--- src/rtl/irq_agg_pkg.sv ---
package irq_agg_pkg;
  typedef struct packed {
    logic set_pend;
    logic clr_pend;
    logic set_en;
    logic clr_en;
    logic ack;
  } ctl_cmd_t;
endpackage

--- src/rtl/irq_flag_bank.sv ---
module irq_flag_bank #(
  parameter int N_SRC = 16
) (
  input  logic             clk_i,
  input  logic             rst_ni,
  input  logic [N_SRC-1:0] hw_cond_i,
  input  logic [N_SRC-1:0] wdata_i,
  input  logic             flag_wr_i,
  input  logic             flag_set_wr_i,
  input  logic             flag_clr_wr_i,
  input  logic             en_wr_i,
  output logic [N_SRC-1:0] flags_o,
  output logic [N_SRC-1:0] en_o
);
  logic [N_SRC-1:0] flag_q, flag_d, en_q;
  logic [N_SRC-1:0] set_m, clr_m;

  assign set_m = flag_set_wr_i ? wdata_i : '0;
  assign clr_m = flag_clr_wr_i ? wdata_i : '0;

  // hardware set has top priority, then direct load, then set over clear
  for (genvar i = 0; i < N_SRC; i++) begin : g_bit
    assign flag_d[i] = hw_cond_i[i] |
                       (flag_wr_i ? wdata_i[i] : (set_m[i] | (flag_q[i] & ~clr_m[i])));
  end

  always_ff @(posedge clk_i or negedge rst_ni) begin
    if (!rst_ni) begin
      flag_q <= '0;
      en_q   <= '0;
    end else begin
      flag_q <= flag_d;
      if (en_wr_i) en_q <= wdata_i;
    end
  end

  assign flags_o = flag_q;
  assign en_o    = en_q;

  p_hw_sets_r2: assert property (@(posedge clk_i) disable iff (!rst_ni)
    (hw_cond_i != '0) |=> ((flag_q & $past(hw_cond_i)) == $past(hw_cond_i)));

  p_clr_works_r4: assert property (@(posedge clk_i) disable iff (!rst_ni)
    (flag_clr_wr_i && !flag_set_wr_i && !flag_wr_i)
      |=> ((flag_q & $past(wdata_i & ~hw_cond_i)) == '0));

  p_quiet_hold_r3: assert property (@(posedge clk_i) disable iff (!rst_ni)
    (!flag_wr_i && !flag_set_wr_i && !flag_clr_wr_i && hw_cond_i == '0) |=> $stable(flag_q));
endmodule

--- src/rtl/irq_req_merge.sv ---
module irq_req_merge #(
  parameter int N_SRC = 16
) (
  input  logic [N_SRC-1:0] flags_i,
  input  logic [N_SRC-1:0] en_i,
  output logic             line_o
);
  logic [N_SRC-1:0] qual;
  assign qual   = flags_i & en_i;
  assign line_o = |qual;
endmodule

--- src/rtl/irq_pend_stage.sv ---
module irq_pend_stage
  import irq_agg_pkg::*;
(
  input  logic     clk_i,
  input  logic     rst_ni,
  input  logic     line_i,
  input  ctl_cmd_t cmd_i,
  output logic     pend_o,
  output logic     ctl_en_o,
  output logic     core_req_o
);
  logic pend_q, cen_q;

  always_ff @(posedge clk_i or negedge rst_ni) begin
    if (!rst_ni) begin
      pend_q <= 1'b0;
      cen_q  <= 1'b0;
    end else begin
      // ack blanks pending one cycle; a still-high line re-arms it next edge
      if (cmd_i.ack)  pend_q <= 1'b0;
      else            pend_q <= line_i | cmd_i.set_pend | (pend_q & ~cmd_i.clr_pend);
      if (cmd_i.set_en)      cen_q <= 1'b1;
      else if (cmd_i.clr_en) cen_q <= 1'b0;
    end
  end

  assign pend_o     = pend_q;
  assign ctl_en_o   = cen_q;
  assign core_req_o = pend_q & cen_q;

  p_ack_clears_r9: assert property (@(posedge clk_i) disable iff (!rst_ni)
    cmd_i.ack |=> !pend_q);

  p_line_pends_r8: assert property (@(posedge clk_i) disable iff (!rst_ni)
    (line_i && !cmd_i.ack) |=> pend_q);

  p_en_set_r10: assert property (@(posedge clk_i) disable iff (!rst_ni)
    cmd_i.set_en |=> cen_q);

  p_en_clr_r10: assert property (@(posedge clk_i) disable iff (!rst_ni)
    (cmd_i.clr_en && !cmd_i.set_en) |=> !cen_q);
endmodule

--- src/rtl/irq_flag_agg.sv ---
module irq_flag_agg
  import irq_agg_pkg::*;
#(
  parameter int N_SRC = 16
) (
  input  logic             clk_i,
  input  logic             rst_ni,
  input  logic [N_SRC-1:0] hw_cond_i,
  input  logic [N_SRC-1:0] wdata_i,
  input  logic             flag_wr_i,
  input  logic             flag_set_wr_i,
  input  logic             flag_clr_wr_i,
  input  logic             en_wr_i,
  input  logic             set_pend_i,
  input  logic             clr_pend_i,
  input  logic             set_en_i,
  input  logic             clr_en_i,
  input  logic             ack_i,
  output logic [N_SRC-1:0] flags_o,
  output logic [N_SRC-1:0] en_o,
  output logic             irq_line_o,
  output logic             pend_o,
  output logic             ctl_en_o,
  output logic             core_req_o
);
  ctl_cmd_t cmd;
  logic     line;

  assign cmd = '{set_pend: set_pend_i, clr_pend: clr_pend_i,
                 set_en: set_en_i, clr_en: clr_en_i, ack: ack_i};

  irq_flag_bank #(.N_SRC(N_SRC)) u_bank (
    .clk_i, .rst_ni, .hw_cond_i, .wdata_i, .flag_wr_i, .flag_set_wr_i,
    .flag_clr_wr_i, .en_wr_i, .flags_o, .en_o
  );

  irq_req_merge #(.N_SRC(N_SRC)) u_merge (
    .flags_i(flags_o), .en_i(en_o), .line_o(line)
  );

  irq_pend_stage u_pend (
    .clk_i, .rst_ni, .line_i(line), .cmd_i(cmd),
    .pend_o, .ctl_en_o, .core_req_o
  );

  assign irq_line_o = line;
endmodule

--- config.mk ---
export PLATFORM = sky130hd
export DESIGN_NAME = irq_flag_agg
export DESIGN_NICKNAME = d
export VERILOG_FILES = /design/src/rtl/irq_agg_pkg.sv /design/src/rtl/irq_flag_bank.sv /design/src/rtl/irq_req_merge.sv /design/src/rtl/irq_pend_stage.sv /design/src/rtl/irq_flag_agg.sv
export SDC_FILE = /design/constraint.sdc
export NUM_CORES = 1
export LEC_CHECK = 0
export BUFFER_PORTS_ARGS = -buffer_cell sky130_fd_sc_hd__buf_2
export CORE_AREA = 2 2 63 65
export DETAILED_ROUTE_END_ITERATION = 10
export DIE_AREA = 0 0 65 67
export PLACE_DENSITY = 0.73
export SLEW_MARGIN = 20
export SYNTH_ARGS = -nofsm -noshare
export SYNTH_HDL_FRONTEND = slang
export SYNTH_SLANG_ARGS = --single-unit
--- constraint.sdc ---
create_clock -name clk_i -period 1.4 [get_ports clk_i]
set_input_delay 0.07 -clock clk_i [delete_from_list [all_inputs] [get_ports clk_i]]
set_output_delay 0.07 -clock clk_i [all_outputs]
set_load 0.01 [all_outputs]
Yosys cells after proc, flatten, opt, wreduce, memory -nomap -nowiden
Cells that the tools add are included.
{ "totals": {"input_bits": 43, "output_inout_bits": 36, "reg_bits": 34, "word_cells": 97} }
{ "op_classes": {"n_bitwise": 70, "mux": 21, "reduce_logical": 2} }
{ "op_table": {"columns": ["op", "count"], "rows": [
  ["bitwise OR 1 bit", 34],
  ["two-way mux 16 bit", 2],
  ["two-way mux 1 bit", 19],
  ["bitwise AND 1 bit", 18],
  ["inverter 1 bit", 17],
  ["bitwise AND 16 bit", 1],
  ["OR reduction 16 bit", 1],
  ["nonzero test 2 bit", 1]
]} }

Longest topological paths before layout
Gate-level depths: netlist (run 1).
{ "logic_depth": {"ltp_word": 6, "mapped_depth": 5, "ltp_nobuf": 4} }

Cells and area by module
From an unflattened synthesis (run 1), not the netlist that was laid out.
{ "hier_totals": {"cells_unflattened": 120, "hier_area_um2": 1559.0} }
{ "modules_own_cells": {"columns": ["module", "area_per_inst_um2", "seq_area_each_um2", "instances", "cells_each"], "rows": [
  ["irq_flag_bank", 1375.1, 800.8, 1, 103],
  ["irq_req_merge", 101.3, 0.0, 1, 9],
  ["irq_pend_stage", 82.6, 50.0, 1, 8]
]} }

Worst setup path after synthesis (run 1)
No wires, ideal clock.
{ "synth_path": {"path_kind": "register to register", "startpoint": "register u_bank.en_q[6] (netlist: u_bank.en_o[6])", "endpoint": "register u_pend.pend_q (netlist: u_pend.pend_o)", "stages_incl_launch_ff": 5, "arrival_time_ns": 1.302, "synth_period_minus_slack_ns": 1.426, "n_path_buf": 0, "required_time_ns": 1.276, "setup_time_ns": 0.124, "path_slack_ns": -0.026, "cell_sequence": "dfrtp_1 a22o_1 a221oi_2 nand4_1 o31a_1"} }
{ "synth_between": {"elab_chain_cells": 5} }
{ "synth_rtl": {"columns": ["item", "line", "source"], "rows": [
  ["start: declaration", "irq_flag_bank.sv:15", "logic [N_SRC-1:0] flag_q, flag_d, en_q;"],
  ["start signal: assignment", "irq_flag_bank.sv:33", "if (en_wr_i) en_q <= wdata_i;"],
  ["bitwise AND 16 bit", "irq_req_merge.sv:9", "assign qual = flags_i & en_i;"],
  ["OR reduction 16 bit", "irq_req_merge.sv:10", "assign line_o = |qual;"],
  ["named net irq_line_o", "irq_flag_agg.sv:21", "output logic irq_line_o,"],
  ["bitwise OR 1 bit (2 in a row)", "irq_pend_stage.sv:21", "else pend_q <= line_i | cmd_i.set_pend | (pend_q & ~cmd_i.clr_pend);"],
  ["two-way mux 1 bit", "irq_pend_stage.sv:20", "if (cmd_i.ack) pend_q <= 1'b0;"],
  ["end signal: assignment", "irq_pend_stage.sv:21", null],
  ["end: declaration", "irq_pend_stage.sv:12", "logic pend_q, cen_q;"]
]} }
The timed path passes the listed nets, and every way through them passes these cells.
A chain may end at the register's enable or synchronous reset.

Worst setup path after layout (run 1)
{ "layout_path": {"startpoint": "register u_bank.en_q[6] (netlist: u_bank.en_o[6])", "endpoint": "output irq_line_o"} }
{ "layout_between": {"elab_chain_cells": 2} }
{ "layout_rtl": {"columns": ["item", "line"], "rows": [
  ["bitwise AND 16 bit", "irq_req_merge.sv:9"],
  ["OR reduction 16 bit", "irq_req_merge.sv:10"],
  ["end: declaration", "irq_flag_agg.sv:21"]
]} }
Every way passes these cells.

==> reports/qor.csv, run 1 <==
metric,value,unit
GRT Resource Usage Total,0.207,
global-route wire length before repair,6.58,mm
Clock Tree Buf Depth,2,
H-tree levels,2,
ANT cells,0,
mux contribution to synthesized area,0.124,
Final Net Count,284,
skew final,0.00683,ns
Total Wirelength,4.35,mm
CTS tree,yes,
synthesized area,1530,sq um
Tmin final,1.52,ns
violated checks,negative setup slack,
synthesized-area fraction occupied by adder cells,0,
Setup crit start kind,register,
relative slew slack,0.726,
fraction of layout cells with a size suffix above 1,0.479,
leakage,0.00108,uW
Syn Area/Cell,11.4,sq um
post-cts gate resize count,0,
HP Class,in -> reg,
die height,67,um
"Reg clk slew, reported paths",0.07,ns
Pre-antenna DRT Iters,4,
Synth Warn #,0,
RSZ-0062 raised after global routing,true,
Initial Util,0.425,
status,"complete, but fails checks",
initial antenna violation count,0,
TritonCTS Sinks,34,
Num CTS Buffers,5,
"Most Used Layer, Global Route",met2,
vias,1450,
Comb power frac,0.206,
final non-filler cell total,290,
Critical Path Sink Type,primary output,
Setup WS pre-CTS,0.0232,ns
xor and xnor area share after synthesis,0,
Post-DRT Antenna Nets,0,
clock network power share,0.315,
post-synthesis cell count,135,
met1 Resource Use GR,0.220,
"Seq/Total Area, Yosys",0.555,
worst vdd ir,0.550,mV
WHS,0.00746,ns
DIE AREA,4360,sq um
core area,3610,sq um
number of port buffers,78,
final count of pins violating max slew,0,
CP Class,reg -> out,
syn nets,178,
Critical Path AT,1.45,ns
Final setup viols,1,
Max-Cap Viols,0,
sw frac,0.273,
Final Hold Viols,0,
vias in the first global route,1463,
clk_lat worst skew,0.29,ns
Clk Tree Root Cell,clkbuf_8,
half-perimeter wire length after placement,2.89,mm
CP Data Required Time,1.33,ns
fmax,658,MHz
Die W,65,um
internal power,1720,uW
Compound-Gate Fraction of Synth Area,0.128,
PwrDens,1030,nW/um^2
met2 Use GR,0.379,
simple-gate share of the synthesized area,0.163,
Crit Path Max Fanout,2,
Remaining DRCs,0,
main combinational cell family by area after synthesis,simple AND/OR/NAND/NOR gates,
Site Rows,22,
GR met3 Demand/Resource,0.0473,
Post-Place Cells,260,
final setup margin,-0.119,ns
Yosys cell types,19,
largest net degree at the start of global routing,20,
Sw Pwr,648,uW
Yosys reg bits,34,
GPL Wtd Cong,0.755,
Congestion Overflow GR,0,
sequential power share,0.479,
Ports,79,
1st-iter DRT viols,47,
total power,2370,uW
Synth-to-Final Area Change,50.4,%
worst slew pin tran,0.412,ns
period utilization,1.09,
Avg Vias per Cell,5.00,
Avg WL per Cell,15.0,um
## timing repair
item	in CTS	in global routing
pin swaps	1	1
hold buffers	18	0
setup endpoints to repair	1	2
hold endpoints to repair	32	0
setup buffers	1	3
## flip-flops by register name, summed over array words and instances (netlist names)
name and count:
u_bank.flags_o 16, u_bank.en_o 16, u_pend.pend_o 1, u_pend.ctl_en_o 1
## synthesized netlist by cell type (all sizes together)
cell type / number / area, sq um
o31a: 1 / 8.76
a22o: 4 / 35.0
nand2: 30 / 113
a21oi: 15 / 75.1
a21o: 1 / 7.51
a221o: 1 / 10.0
mux2i: 1 / 10.0
inv: 2 / 7.51
or2: 1 / 6.26
buf: 4 / 26.3
a221oi: 4 / 60.1
nor2b: 1 / 6.26
and2: 1 / 6.26
nand4: 1 / 6.26
clkbuf: 3 / 11.3
mux2: 16 / 180
dfrtp: 34 / 851
nand3b: 15 / 113
## routing by layer
metal,share of wire,up-vias
met4,0.019,0
met1,0.42,696
li1,-,687
met2,0.50,58
met3,0.059,9
met5,0,-
## layout make-up
class                      instances  area [sq um]
clock buffer                       7          86.3
clock inverter                     1          5.00
fill                             300          1300
inverter                           2          7.51
multi-input combinational         92           637
sequential                        34           851
tap                               48          60.1
timing repair buffer             106           658
## layout by cell type (no fill, tap or decap), drive strengths merged, types with 2 or more instances in the layout
cell          n
a221oi        4
nand2        30
dlygate4sd3  18
dfrtp        34
a22o          4
buf          88
nand3b       15
a21oi        15
clkbuf        7
mux2         16
inv           2
## worst max-delay path: stages (launching register included)
cell,delay [ns]
dfrtp_1,0.39
a22o_1,0.24
a221oi_2,0.22
nand4_1,0.15
buf_2,0.17
## path summary, 6_finish.rpt
check / from / end / slack, ns / cells after the start
hold / removal: ack_i / u_pend.pend_o / 0.007 / 3
setup reg to reg: u_bank.en_o[6] / u_pend.pend_o / 0 / 4
hold reg to reg: u_pend.ctl_en_o / u_pend.ctl_en_o / 0.52 / 1
setup / recovery: u_bank.en_o[6] / irq_line_o / -0.12 / 4
min in group asynchronous: rst_ni / u_bank.flags_o[1] / 0.23 / 2
max in group asynchronous: rst_ni / u_bank.flags_o[13] / 0.74 / 3
## power groups by stage
stage	clock [uW]	sequential (uW)	combinational, uW
after floorplan	0	1180	171
after global placement	0	1150	434
after detailed placement	0	1150	440
after CTS	755	1130	483
after global routing	806	1140	535
final	747	1140	490
## stage by stage
| step | TNS [ns] | instance area (sq um) | utilization |
|---|---|---|---|
| after floorplan | -0.0261 | 1530 | - |
| after global placement | 0 | 2000 | 0.556 |
| after detailed placement | 0 | 2000 | 0.556 |
| after CTS | -0.119 | 2280 | 0.633 |
| after global routing | -0.203 | 2300 | 0.639 |
| final | -0.119 | 2300 | 0.639 |
## kinds of logic after synthesis
family	Yosys count
mux	17
simple gates	49
compound gates	26
flops	34
buf+inv	9
Power figures use the tool's default switching activity.
==> inputs of run 2 (changes only) <==
CORE_AREA = 3 3 64 66   (was 2 2 63 65)
CTS_CLUSTER_DIAMETER = 120   (was unset)
DIE_AREA = 0 0 67 69   (was 0 0 65 67)
SLEW_MARGIN = 5   (was 20)
==> reports/qor.csv, run 2 (synthesis results as in run 1) <==
metric,value,unit,change
Avg WL per Cell,14.8,um,was 15.0 um
CP Launch Point,u_bank.flags_o[2],,was u_bank.en_o[6]
die height,69,um,was 67 um
Final Hold Viols,0,,unchanged
Setup WS pre-CTS,0.0184,ns,was 0.0232 ns
routed length on met1,1.79,mm,was 1.84 mm
worst vdd ir,0.598,mV,was 0.550 mV
CP Class,reg -> out,,unchanged
worst slew pin tran,0.433,ns,was 0.412 ns
global-route wire length before repair,6.92,mm,was 6.58 mm
Total Wirelength,4.21,mm,was 4.35 mm
core area,3630,sq um,was 3610 sq um
period utilization,1.06,,was 1.09
metal3 WL,326,um,was 256 um
Hold EP,u_pend.pend_o,,unchanged
Clock Tree Buf Depth,2,,unchanged
vias,1398,,was 1450
TritonCTS Sinks,34,,unchanged
Critical Path AT,1.41,ns,was 1.45 ns
Remaining DRCs,0,,unchanged
final non-filler cell total,285,,was 290
"most common cell after layout, fill and taps aside",buf_2,,unchanged
Post-DRT Antenna Nets,0,,unchanged
final setup TNS,-0.0849,ns,was -0.119 ns
Reg2Reg Setup Slack,0.03,ns,was 0 ns
Filler cells,318,,was 300
leakage,0.00105,uW,was 0.00108 uW
reg2reg end,u_pend.pend_o,,unchanged
sw frac,0.264,,was 0.273
final setup margin,-0.0849,ns,was -0.119 ns
clk_lat worst skew,0.28,ns,was 0.29 ns
Sw Pwr,613,uW,was 648 uW
Num CTS Buffers,5,,unchanged
1st-iter DRT viols,49,,was 47
Site Rows,22,,unchanged
routed length on met2,2.02,mm,was 2.18 mm
"commonest non-fill, non-tap cells in the layout","buf_2, dfrtp_1, nand2_1",,unchanged
Clk Tree Root Cell,clkbuf_8,,unchanged
total power,2320,uW,was 2370 uW
skew final,0.00292,ns,was 0.00683 ns
ANT cells,0,,unchanged
Congestion Overflow GR,0,,unchanged
Final setup viols,1,,unchanged
Comb power frac,0.200,,was 0.206
R2R depth,4,,unchanged
GPL Wtd Cong,0.788,,was 0.755
H-tree levels,2,,unchanged
DIE AREA,4620,sq um,was 4360 sq um
largest net degree at the start of global routing,35,,was 20
internal power,1710,uW,was 1720 uW
Final Net Count,279,,was 284
post-cts gate resize count,0,,unchanged
Synth-to-Final Area Change,47.1,%,was 50.4%
Hold Startpoint,ack_i,,unchanged
Critical Path Sink Type,primary output,,unchanged
number of port buffers,78,,unchanged
top sig layer,met4,,unchanged
CP Data Required Time,1.33,ns,about the same
Die W,67,um,was 65 um
PwrDens,1030,nW/um^2,about the same
Pre-antenna DRT Iters,4,,unchanged
fraction of layout cells with a size suffix above 1,0.468,,was 0.479
fmax,673,MHz,was 658 MHz
sequential power share,0.489,,was 0.479
Tmin final,1.48,ns,was 1.52 ns
Setup crit start kind,register,,unchanged
hold path cells,3,,unchanged
vias in the first global route,1507,,was 1463
Avg Vias per Cell,4.91,,was 5.00
"Reg clk slew, reported paths",0.07,ns,about the same
Max-Cap Viols,0,,unchanged
CTS tree,yes,,unchanged
final count of pins violating max slew,0,,unchanged
initial antenna violation count,0,,unchanged
Ports,79,,unchanged
HP Class,in -> reg,,unchanged
GRT Resource Usage Total,0.196,,was 0.207
relative slew slack,0.711,,was 0.726
half-perimeter wire length after placement,2.93,mm,was 2.89 mm
Reg-to-Reg Start,u_bank.flags_o[2],,was u_bank.en_o[6]
Post-Place Cells,257,,was 260
clock network power share,0.311,,was 0.315
violated checks,negative setup slack,,unchanged
Crit Path Max Fanout,2,,unchanged
Initial Util,0.422,,was 0.425
status,"complete, but fails checks",,unchanged
WHS,0.0255,ns,was 0.00746 ns
RSZ-0062 raised after global routing,true,,unchanged
[run 2: worst max-delay path, stage by stage (launching register included)]
cell	delay, ns
dfrtp_1	0.38
a22o_1	0.24
a221oi_2	0.20
nand4_1	0.14
buf_2	0.17
[run 2: timing repair]
item                       in CTS  in global routing
hold endpoints to repair       51                  0
setup buffers                   2                  0
pin swaps                       2                  1
hold buffers                   18                  0
setup endpoints to repair       1                  2
[run 2: per-layer routing]
metal,GRT usage,vias up
met1,0.247,648
met2,0.318,59
met5,0,-
met3,0.0635,8
met4,0.0541,0
li1,-,683
[run 2: cell type report]
| cell class | count | area, sq um | area share |
|---|---|---|---|
| Tap cell | 48 | 60.1 | 0.0266 |
| Clock inverter | 1 | 5.00 | 0.00222 |
| Sequential cell | 34 | 851 | 0.377 |
| Inverter | 2 | 7.51 | 0.00333 |
| Multi-Input combinational cell | 92 | 637 | 0.282 |
| Timing Repair Buffer | 101 | 608 | 0.270 |
| Clock buffer | 7 | 86.3 | 0.0383 |
[run 2: power groups by stage]
stage                     logic, uW  registers, uW  clock network [uW]
after detailed placement        419           1150                   0
after CTS                       466           1140                 750
final                           464           1140                 721
after global routing            512           1150                 798
after floorplan                 171           1180                   0
after global placement          417           1150                   0
[run 2: how the worst max path moves through the flow]
stage / end / slack [ns] / depth (start not counted)
after floorplan: u_pend.pend_o / -0.03 / 4
after global placement: u_pend.pend_o / 0.06 / 4
after detailed placement: u_pend.pend_o / 0.02 / 4
after CTS: irq_line_o / -0.10 / 4
after global routing: irq_line_o / -0.20 / 4
final: irq_line_o / -0.08 / 4
[run 2: per-stage QoR]
step,area (sq um),util
floorplan,1530,-
global placement,1970,0.542
detailed placement,1970,0.542
CTS,2250,0.621
global route,2250,0.621
finish,2250,0.621
